## src/rtl/twk_pkg.sv

```systemverilog
package twk_pkg;

    typedef enum logic [2:0] {
        ST_OFF     = 3'd0,
        ST_SLEEP   = 3'd1,
        ST_CHECK   = 3'd2,
        ST_CONFIRM = 3'd3,
        ST_WAKE    = 3'd4,
        ST_HOLD    = 3'd5
    } twk_state_e;

endpackage

```

## src/rtl/twk_sync.sv

```systemverilog
module twk_sync #(
    parameter int STAGES = 2
) (
    input  logic clk,
    input  logic rst_n,
    input  logic async_in,
    output logic sync_out
);

    logic [STAGES-1:0] chain_d, chain_q;

    always_comb begin
        chain_d = {chain_q[STAGES-2:0], async_in};
    end

    always_ff @(posedge clk or negedge rst_n) begin
        if (!rst_n) chain_q <= '0;
        else        chain_q <= chain_d;
    end

    assign sync_out = chain_q[STAGES-1];

endmodule

```

## src/rtl/twk_seq.sv

```systemverilog
module twk_seq
    import twk_pkg::*;
#(
    parameter int CHECK_CYC = 40_000,
    parameter int SLEEP_CYC = 800_000_000,
    parameter int CONF_LEN  = 2_000,
    parameter int CONF_TMO  = 200_000
) (
    input  logic       clk,
    input  logic       rst_n,
    input  logic       enable,
    input  logic       det_s,
    input  logic       wake_ack,
    output twk_state_e state_o
);

    localparam int MAX_A  = (SLEEP_CYC > CHECK_CYC) ? SLEEP_CYC : CHECK_CYC;
    localparam int MAX_C  = (MAX_A > CONF_TMO) ? MAX_A : CONF_TMO;
    localparam int CNT_W  = $clog2(MAX_C + 1);
    localparam int RUN_W  = $clog2(CONF_LEN);
    localparam logic [CNT_W-1:0] CHECK_LAST = CNT_W'(CHECK_CYC - 1);
    localparam logic [CNT_W-1:0] SLEEP_LAST = CNT_W'(SLEEP_CYC - 1);
    localparam logic [CNT_W-1:0] TMO_LAST   = CNT_W'(CONF_TMO - 1);
    localparam logic [RUN_W-1:0] RUN_LAST   = RUN_W'(CONF_LEN - 1);

    typedef struct packed {
        twk_state_e       st;
        logic [CNT_W-1:0] cnt;
        logic [RUN_W-1:0] run;
    } seq_t;

    seq_t seq_d, seq_q;

    always_comb begin
        seq_d = seq_q;
        unique case (seq_q.st)
            ST_OFF: begin
                if (enable) begin
                    seq_d.st  = ST_CHECK;
                    seq_d.cnt = '0;
                    seq_d.run = '0;
                end
            end
            ST_SLEEP: begin
                if (seq_q.cnt == SLEEP_LAST) begin
                    seq_d.st  = ST_CHECK;
                    seq_d.cnt = '0;
                end else begin
                    seq_d.cnt = seq_q.cnt + 1'b1;
                end
            end
            ST_CHECK: begin
                if (det_s) begin
                    seq_d.st  = ST_CONFIRM;
                    seq_d.cnt = '0;
                    seq_d.run = RUN_W'(1);
                end else if (seq_q.cnt == CHECK_LAST) begin
                    seq_d.st  = ST_SLEEP;
                    seq_d.cnt = '0;
                end else begin
                    seq_d.cnt = seq_q.cnt + 1'b1;
                end
            end
            ST_CONFIRM: begin
                if (det_s && seq_q.run == RUN_LAST) begin
                    seq_d.st  = ST_WAKE;
                    seq_d.cnt = '0;
                    seq_d.run = '0;
                end else begin
                    seq_d.run = det_s ? seq_q.run + 1'b1 : '0;
                    if (seq_q.cnt == TMO_LAST) begin
                        seq_d.st  = ST_SLEEP;
                        seq_d.cnt = '0;
                        seq_d.run = '0;
                    end else begin
                        seq_d.cnt = seq_q.cnt + 1'b1;
                    end
                end
            end
            ST_WAKE: begin
                if (wake_ack) seq_d.st = ST_HOLD;
            end
            ST_HOLD: begin
                seq_d.st = ST_HOLD;
            end
            default: begin
                seq_d.st = ST_OFF;
            end
        endcase
        if (!enable) begin
            seq_d.st  = ST_OFF;
            seq_d.cnt = '0;
            seq_d.run = '0;
        end
    end

    always_ff @(posedge clk or negedge rst_n) begin
        if (!rst_n) seq_q <= '{st: ST_OFF, cnt: '0, run: '0};
        else        seq_q <= seq_d;
    end

    assign state_o = seq_q.st;

    // enable while off starts a check on the next edge
    a_r2_start_check: assert property (@(posedge clk) disable iff (!rst_n)
        (seq_q.st == ST_OFF && enable) |=> (seq_q.st == ST_CHECK));

    // enable low forces off from any state
    a_r10_force_off: assert property (@(posedge clk) disable iff (!rst_n)
        !enable |=> (seq_q.st == ST_OFF));

    // a quiet check ends in sleep when its window is used up
    a_r3_quiet_sleep: assert property (@(posedge clk) disable iff (!rst_n)
        (seq_q.st == ST_CHECK && seq_q.cnt == CHECK_LAST && !det_s && enable)
        |=> (seq_q.st == ST_SLEEP));

    // waking is only reached from confirmation with energy present
    a_r6_wake_entry: assert property (@(posedge clk) disable iff (!rst_n)
        (seq_q.st == ST_WAKE && $past(seq_q.st) != ST_WAKE)
        |-> ($past(seq_q.st) == ST_CONFIRM && $past(det_s)));

    // confirmation never outlasts its timeout window
    a_r7_tmo_bound: assert property (@(posedge clk) disable iff (!rst_n)
        (seq_q.st == ST_CONFIRM) |-> (seq_q.cnt <= TMO_LAST));

    // sleep ignores energy and keeps counting
    a_r4_sleep_ignores: assert property (@(posedge clk) disable iff (!rst_n)
        (seq_q.st == ST_SLEEP && seq_q.cnt != SLEEP_LAST && enable)
        |=> (seq_q.st == ST_SLEEP));

endmodule

```

## src/rtl/tone_wake_ctrl.sv

```systemverilog
module tone_wake_ctrl
    import twk_pkg::*;
#(
    parameter int CHECK_CYC = 40_000,
    parameter int SLEEP_CYC = 800_000_000,
    parameter int CONF_LEN  = 2_000,
    parameter int CONF_TMO  = 200_000
) (
    input  logic       clk,
    input  logic       rst_n,
    input  logic       enable,
    input  logic       energy_det,
    input  logic       wake_ack,
    output logic       radio_on,
    output logic       wake_req,
    output logic [2:0] status
);

    logic       det_s;
    twk_state_e st;

    twk_sync #(.STAGES(2)) u_sync (
        .clk      (clk),
        .rst_n    (rst_n),
        .async_in (energy_det),
        .sync_out (det_s)
    );

    twk_seq #(
        .CHECK_CYC (CHECK_CYC),
        .SLEEP_CYC (SLEEP_CYC),
        .CONF_LEN  (CONF_LEN),
        .CONF_TMO  (CONF_TMO)
    ) u_seq (
        .clk      (clk),
        .rst_n    (rst_n),
        .enable   (enable),
        .det_s    (det_s),
        .wake_ack (wake_ack),
        .state_o  (st)
    );

    always_comb begin
        radio_on = (st == ST_CHECK) || (st == ST_CONFIRM) ||
                   (st == ST_WAKE)  || (st == ST_HOLD);
        wake_req = (st == ST_WAKE);
        status   = st;
    end

    // the wake request holds until acknowledged
    a_r9_wake_hold: assert property (@(posedge clk) disable iff (!rst_n)
        (wake_req && !wake_ack && enable) |=> wake_req);

    // the receiver stays powered while a wake is requested
    a_r9_wake_radio: assert property (@(posedge clk) disable iff (!rst_n)
        wake_req |-> radio_on);

    // the receiver is off after an edge with enable low
    a_r1_off_radio: assert property (@(posedge clk) disable iff (!rst_n)
        !enable |=> !radio_on && !wake_req);

endmodule

```

## config.mk

```make
export PLATFORM = sky130hd
export DESIGN_NAME = tone_wake_ctrl
export DESIGN_NICKNAME = d
export VERILOG_FILES = /design/src/rtl/twk_pkg.sv /design/src/rtl/twk_sync.sv /design/src/rtl/twk_seq.sv /design/src/rtl/tone_wake_ctrl.sv
export SDC_FILE = /design/constraint.sdc
export NUM_CORES = 1
export LEC_CHECK = 0
export BUFFER_PORTS_ARGS = -buffer_cell sky130_fd_sc_hd__buf_4
export CAP_MARGIN = 15
export CORE_ASPECT_RATIO = 0.7
export CORE_MARGIN = 2
export CORE_UTILIZATION = 56
export DETAILED_ROUTE_END_ITERATION = 8
export GPL_TIMING_DRIVEN = 0
export PLACE_DENSITY_LB_ADDON = 0.1
export SYNTH_ARGS = -nofsm -noshare
export SYNTH_HDL_FRONTEND = slang
export SYNTH_SLANG_ARGS = --single-unit
export TNS_END_PERCENT = 30
```

## constraint.sdc

```tcl
create_clock -name clk -period 2.27 [get_ports clk]
set_input_delay 0.3405 -clock clk [delete_from_list [all_inputs] [get_ports clk]]
set_output_delay 0.3405 -clock clk [all_outputs]
set_load 0.05 [all_outputs]
```

==> results of run 1 <==
==> state kept, by name, summed over array words and instances (netlist names) <==
name,count
u_seq.seq_q,41
u_seq.state_o,3
u_sync.chain_q,2
==> layout by cell type, fill, tap and decap left out, types with 6 or more instances in the layout <==
master | netlist | final
dfrtp_1 | 46 | 45
nand2_1 | 32 | 31
buf_4 | 5 | 27
nand3_1 | 16 | 16
nor2_1 | 16 | 15
o21ai_0 | 18 | 12
nand4_1 | 11 | 11
o21ai_1 | 8 | 11
o31ai_1 | 12 | 11
nand2b_1 | 9 | 9
inv_1 | 9 | 9
o221ai_2 | 0 | 8
and3_1 | 7 | 7
a21oi_1 | 7 | 7
buf_6 | 2 | 6
nor4_2 | 0 | 6
a31oi_1 | 6 | 6
nor3_1 | 12 | 6
xnor2_1 | 6 | 6
clkbuf_8 | 0 | 6
==> worst reg2reg max path, stage by stage (launching register included) <==
cell and delay [ns]:
dfrtp_1 0.42, ha_4 0.17, and4_4 0.25, nand2_2 0.11
or3_1 0.44, a221o_2 0.50, buf_4 0.21, o221ai_1 0.17
o31ai_1 0.12
==> area by class of cell <==
class	count	area, sq um	share of cell area (%)
inverter	9	33.8	1.02
timing repair buffer	27	208	6.29
sequential	46	1150	34.9
clock buffer	7	86.3	2.61
tap	57	71.3	2.16
clock inverter	1	5.00	0.151
multi-input combinational	229	1630	49.3
buffer	16	118	3.56
==> path summary, 6_finish.rpt <==
| path | end | from | depth (start not counted) | slack (ns) |
|---|---|---|---|---|
| setup / recovery | u_seq.seq_q[19]$_DFFE_PN0P_ | u_seq.seq_q[11]$_DFFE_PN0P_ | 8 | -0.23 |
| hold / removal | u_seq.seq_q[8]$_DFFE_PN0P_ | rst_n | 1 | 0.01 |
| setup reg to reg | u_seq.seq_q[19]$_DFFE_PN0P_ | u_seq.seq_q[11]$_DFFE_PN0P_ | 8 | -0.23 |
| hold reg to reg | u_sync.chain_q[1]$_DFF_PN0_ | u_sync.chain_q[0]$_DFF_PN0_ | 0 | 0.35 |
| max in group asynchronous | u_seq.seq_q[27]$_DFFE_PN0P_ | rst_n | 1 | 1.84 |
| min in group clk | u_sync.chain_q[0]$_DFF_PN0_ | energy_det | 1 | 0.14 |
==> stage by stage <==
step	hold WS, ns	setup TNS, ns	std cells	worst slack (ns)
after floorplan	0.0449	-0.761	303	-0.0497
after global placement	0.334	-15.21	369	-0.504
after detailed placement	0.337	-16.74	369	-0.538
after CTS	0.0552	-2.79	384	-0.118
after global routing	0.0672	-7.23	392	-0.271
final	0.0134	-4.85	392	-0.235
==> power groups by stage <==
stage	Clock [mW]	Sequential, mW	Combinational, mW
final	0.538	0.921	0.997
after global routing	0.580	0.928	1.05
after CTS	0.539	0.910	0.905
after detailed placement	0	0.930	0.745
after global placement	0	0.928	0.737
after floorplan	0	0.916	0.540
==> per-layer routing <==
layer | vias up | global-route usage, % | part of all wire [%]
met2 | 151 | 39.0 | 41
met5 | - | 0 | 0
met3 | 16 | 7.66 | 8.8
met4 | 0 | 9.38 | 1.5
li1 | 1222 | - | -
met1 | 1272 | 44.2 | 48
==> cells by family after synthesis <==
kind of cell	synth area share [%]
compound gates	21.3
xor+xnor	2.28
fa+ha+maj	0.932
buf+inv	5.27
flops	42.9
mux	1.12
simple gates	26.2
==> timing repair <==
action,in CTS,in global routing
gates resized for setup,38,25
pin swaps,16,6
buffers inserted,8,7
endpoints found under the setup margin,41,42
cloned,2,0
hold endpoints to repair,0,0
hold buffers,0,0
==> metrics.txt, run 1 <==
status=complete, but fails checks; failing checks=setup timing; diodes inserted=0; power per cell area=around 740 nW/um^2; Core Region=roughly 4700 sq um; All-Layer GR Usage=28.8%; top post-synthesis cells by area=dfrtp_1, nand2_1, o21ai_0, o31ai_1, o221ai_1; fin. max-slew vios=0; Worst Path Buf+Inv=1; combinational share of power=between 40% and 50%; Data arrival, critical path=2.69 ns; first-pass GRT wire length=between 10000 and 15000 um; Seq cells post-synth=46; post-synthesis sequential area ratio=42.9%; Via density=slightly below 7; Int Pwr=around 1.5 mW; antenna violations before repair=0; sequential share of power=a little under two fifths; vias=2661; Pre-antenna DRT Iters=5; unrepaired setup endpoints after global routing=true; Post-synth ARST share=between 90% and 100%; Psw=~0.99 mW; post-synth top area cell=dfrtp_1; yosys warns=0; Max clock buf depth=2; # setup viols final=31; crit end category=flop; ys flop type=dfrtp_1; DRT iter0 DRCs=382; CP max FO=7; Max Cap Violations=0; Max IR drop VDD=~0.0004 V; fin crit share=110%; final antenna-violating net count=0; Cell Area, Synth=2690 sq um; Die H=approximately 62 um; Leakage=1.31 nW; Crit path max-delay family=simple AND/OR/NAND/NOR gates; Yosys top cell area share=between 40% and 50%; Clock transition at path regs=0.09 ns; Starting Density=57.1%; Sw Ratio=40.2%; most numerous cell in the Yosys netlist=dfrtp_1; critical path's largest stage delay=0.50 ns; Root Buffer=clkbuf_8; Final nets=341; drt drc=0; FMAX=399 MHz; die area=approximately 5400 sq um; Clock Latency Late Sink=approximately 0.31 ns; Least-Margin Pin Slew=around 0.6 ns; Site Rows=21; vias in the first global route=2290; htree depth=2; die span in x=between 80 and 90 um; unique cell type count in the Yosys netlist=48; GP Congestion=roughly 0.90; clk sinks=46; area delta synth->final=23.1%; share of post-route cells with drive strength above 1=25.1%; type of the worst min-delay path=primary input to asynchronous set/reset pin; clock tree from TritonCTS=built; commonest cells in the netlist=dfrtp_1, nand2_1, o21ai_0; CP max-delay cell=a221o_2; DPL Wire Length=4580 um; CP required=2.46 ns; io pins=10; final WL=between 7000 and 8000 um; Post-synth EDFFs=0; Fillers=344; I/O Buffers=9; max_slew headroom=about three fifths; Power, Total=2.46 mW; DP Area=roughly 2800 sq um; worst setup margin=-0.235 ns; Clk pwr share=21.9%; Startpoint Class=flop; Final min period=about 2.5 ns; syn_nets=310; Util after Layout=between 70% and 80%; Num CTS Buffers=5; WL/cell=between 15 and 20 um; Final Instance Area=3300 sq um; crit-path cells=ha_4 -> and4_4 -> nand2_2 -> or3_1 -> a221o_2 -> buf_4 -> o221ai_1 -> o31ai_1; Post-Syn Area per Cell=8.86 sq um; grt ovf=0; pin count of the biggest net entering global routing=47; Final Hold Fails=0; setup skew after layout=0.00855 ns; Synth Instances=303; Crit Path Class=flop to flop
Note: power is estimated with default switching activity, not from simulation.
==> run 2, diff against run 1 <==
- RECOVER_POWER: unset -> 50
==> run 2 against run 1 <==
Net effect: the run still ends with setup timing left; register-to-register slack about the same; maximum frequency down 0.22%; final area about the same; critical path depth unchanged; via count down 0.34%; highest routed layer unchanged.
==> metrics.txt, run 2 (synthesis gave the netlist of run 1 again) <==
status=complete, but fails checks; failing checks=setup timing; setup skew after layout=approximately 0.0065 ns; die span in x=86.8 um; Pre-antenna DRT Iters=5; pre-CTS setup slack=-0.538 ns; largest register by flop count=u_seq.seq_q; WL/cell=~19 um; Final nets=about 340; Via density=6.77; Max Cap Violations=0; Clock transition at path regs=approximately 0.090 ns; Crit path max-delay family=simple AND/OR/NAND/NOR gates; diodes inserted=0; clk sinks=46; die area=5370 sq um; All-Layer GR Usage=28.8%; DP Area=2840 sq um; Max IR drop VDD=approximately 0.00040 V; Data arrival, critical path=~2.7 ns; Util after Layout=a little over two thirds; io pins=10; CP required=between 2 and 2.5 ns; Int Pwr=about 1.5 mW; sequential share of power=37.6%; htree depth=2; crit-path cells=ha_4 -> and4_4 -> nand2_2 -> or3_1 -> a221o_2 -> buf_4 -> o221ai_1 -> o31ai_1; DPL Wire Length=about 4600 um; final WL=around 7500 um; critical path's largest stage delay=approximately 0.50 ns; Final Hold Fails=0; final antenna-violating net count=0; crit end category=flop; type of the worst min-delay path=primary input to flop; Final Instance Area=roughly 3300 sq um; Final min period=approximately 2.5 ns; fin crit share=111%; hold-fix buffer count after cts=0; vias in the first global route=approximately 2300; area delta synth->final=23.0%; Clock Latency Late Sink=0.31 ns; fin. max-slew vios=0; Site Rows=21; CP max FO=7; max_slew headroom=24.1%; Worst Path Buf+Inv=1; Core Region=4700 sq um; # setup viols final=31; pin count of the biggest net entering global routing=47; most frequent cells in the layout=dfrtp_1, nand2_1, buf_4; grt ovf=0; Sw Ratio=40.2%; Num CTS Buffers=5; Psw=0.986 mW; Hold Path Cell Cnt=1; CP max-delay cell=a221o_2; drt drc=0; GP Congestion=approximately 0.9; Largest register FFs=41; Starting Density=57.1%; R2R depth=8; Critical Path Stages=8; non-filler instance count after layout=roughly 400; antenna violations before repair=0; first-pass GRT wire length=11600 um; FMAX=about 400 MHz; most common cell after layout, fill and taps aside=dfrtp_1; unrepaired setup endpoints after global routing=true; I/O Buffers=9; Power, Total=around 2.5 mW; power per cell area=743 nW/um^2; combinational share of power=just over 40%; Max clock buf depth=2; share of post-route cells with drive strength above 1=~25%; DRT iter0 DRCs=382; Least-Margin Pin Slew=approximately 1.1 ns; Leakage=approximately 1.3 nW; Startpoint Class=flop; Die H=a little over 60 um; Crit Path Class=flop to flop; placed cell count=between 300 and 400; Clk pwr share=~22%; clock tree from TritonCTS=built; Hold Slack=between 0.15 and 0.2 ns; worst setup margin=-0.240 ns; vias=around 2700; Fin Setup TNS=-5.11 ns; Root Buffer=clkbuf_8
## run 2: cell types whose count changed in the layout (fill, tap and decap cells not counted), sizes merged
cell and change:
buf -2, clkbuf +2
## run 2: final cells by class
| type | instances | area, sq um |
|---|---|---|
| buffer | 16 | 118 |
| clock buffer | 7 | 86.3 |
| clock inverter | 1 | 5.00 |
| fill | 344 | 1400 |
| inverter | 9 | 33.8 |
| multi-input combinational | 229 | 1630 |
| sequential | 46 | 1150 |
| tap | 57 | 71.3 |
| timing repair buffer | 27 | 205 |
## run 2: layer usage
metal | routed length, um | track usage, %
met4 | 106 | 9.38
met3 | 685 | 7.66
met1 | 3580 | 44.2
met5 | 0 | 0
met2 | 3120 | 39.0
## run 2: power by group through the flow
stage	Sequential (mW)	Combinational, mW	Clock [mW]
finish	0.922	0.997	0.535
global route	0.928	1.05	0.580
CTS	0.910	0.905	0.539
detailed placement	0.930	0.745	0
global placement	0.928	0.737	0
floorplan	0.916	0.540	0
## run 2: path summary, 6_finish.rpt
kind / from / to / slack, ns
min in group asynchronous: rst_n / u_seq.seq_q[8]$_DFFE_PN0P_ / 0.23
max in group asynchronous: rst_n / u_seq.seq_q[27]$_DFFE_PN0P_ / 1.28
max: u_seq.seq_q[11]$_DFFE_PN0P_ / u_seq.seq_q[19]$_DFFE_PN0P_ / -0.24
min: energy_det / u_sync.chain_q[0]$_DFF_PN0_ / 0.16
max reg2reg: u_seq.seq_q[11]$_DFFE_PN0P_ / u_seq.seq_q[19]$_DFFE_PN0P_ / -0.24
min reg2reg: u_sync.chain_q[0]$_DFF_PN0_ / u_sync.chain_q[1]$_DFF_PN0_ / 0.35
## run 2: what timing repair did
action	in CTS	in global routing
setup buffers	8	7
gates resized for setup	38	25
pin swaps	16	6
cloned	2	0
setup endpoints to repair	41	42
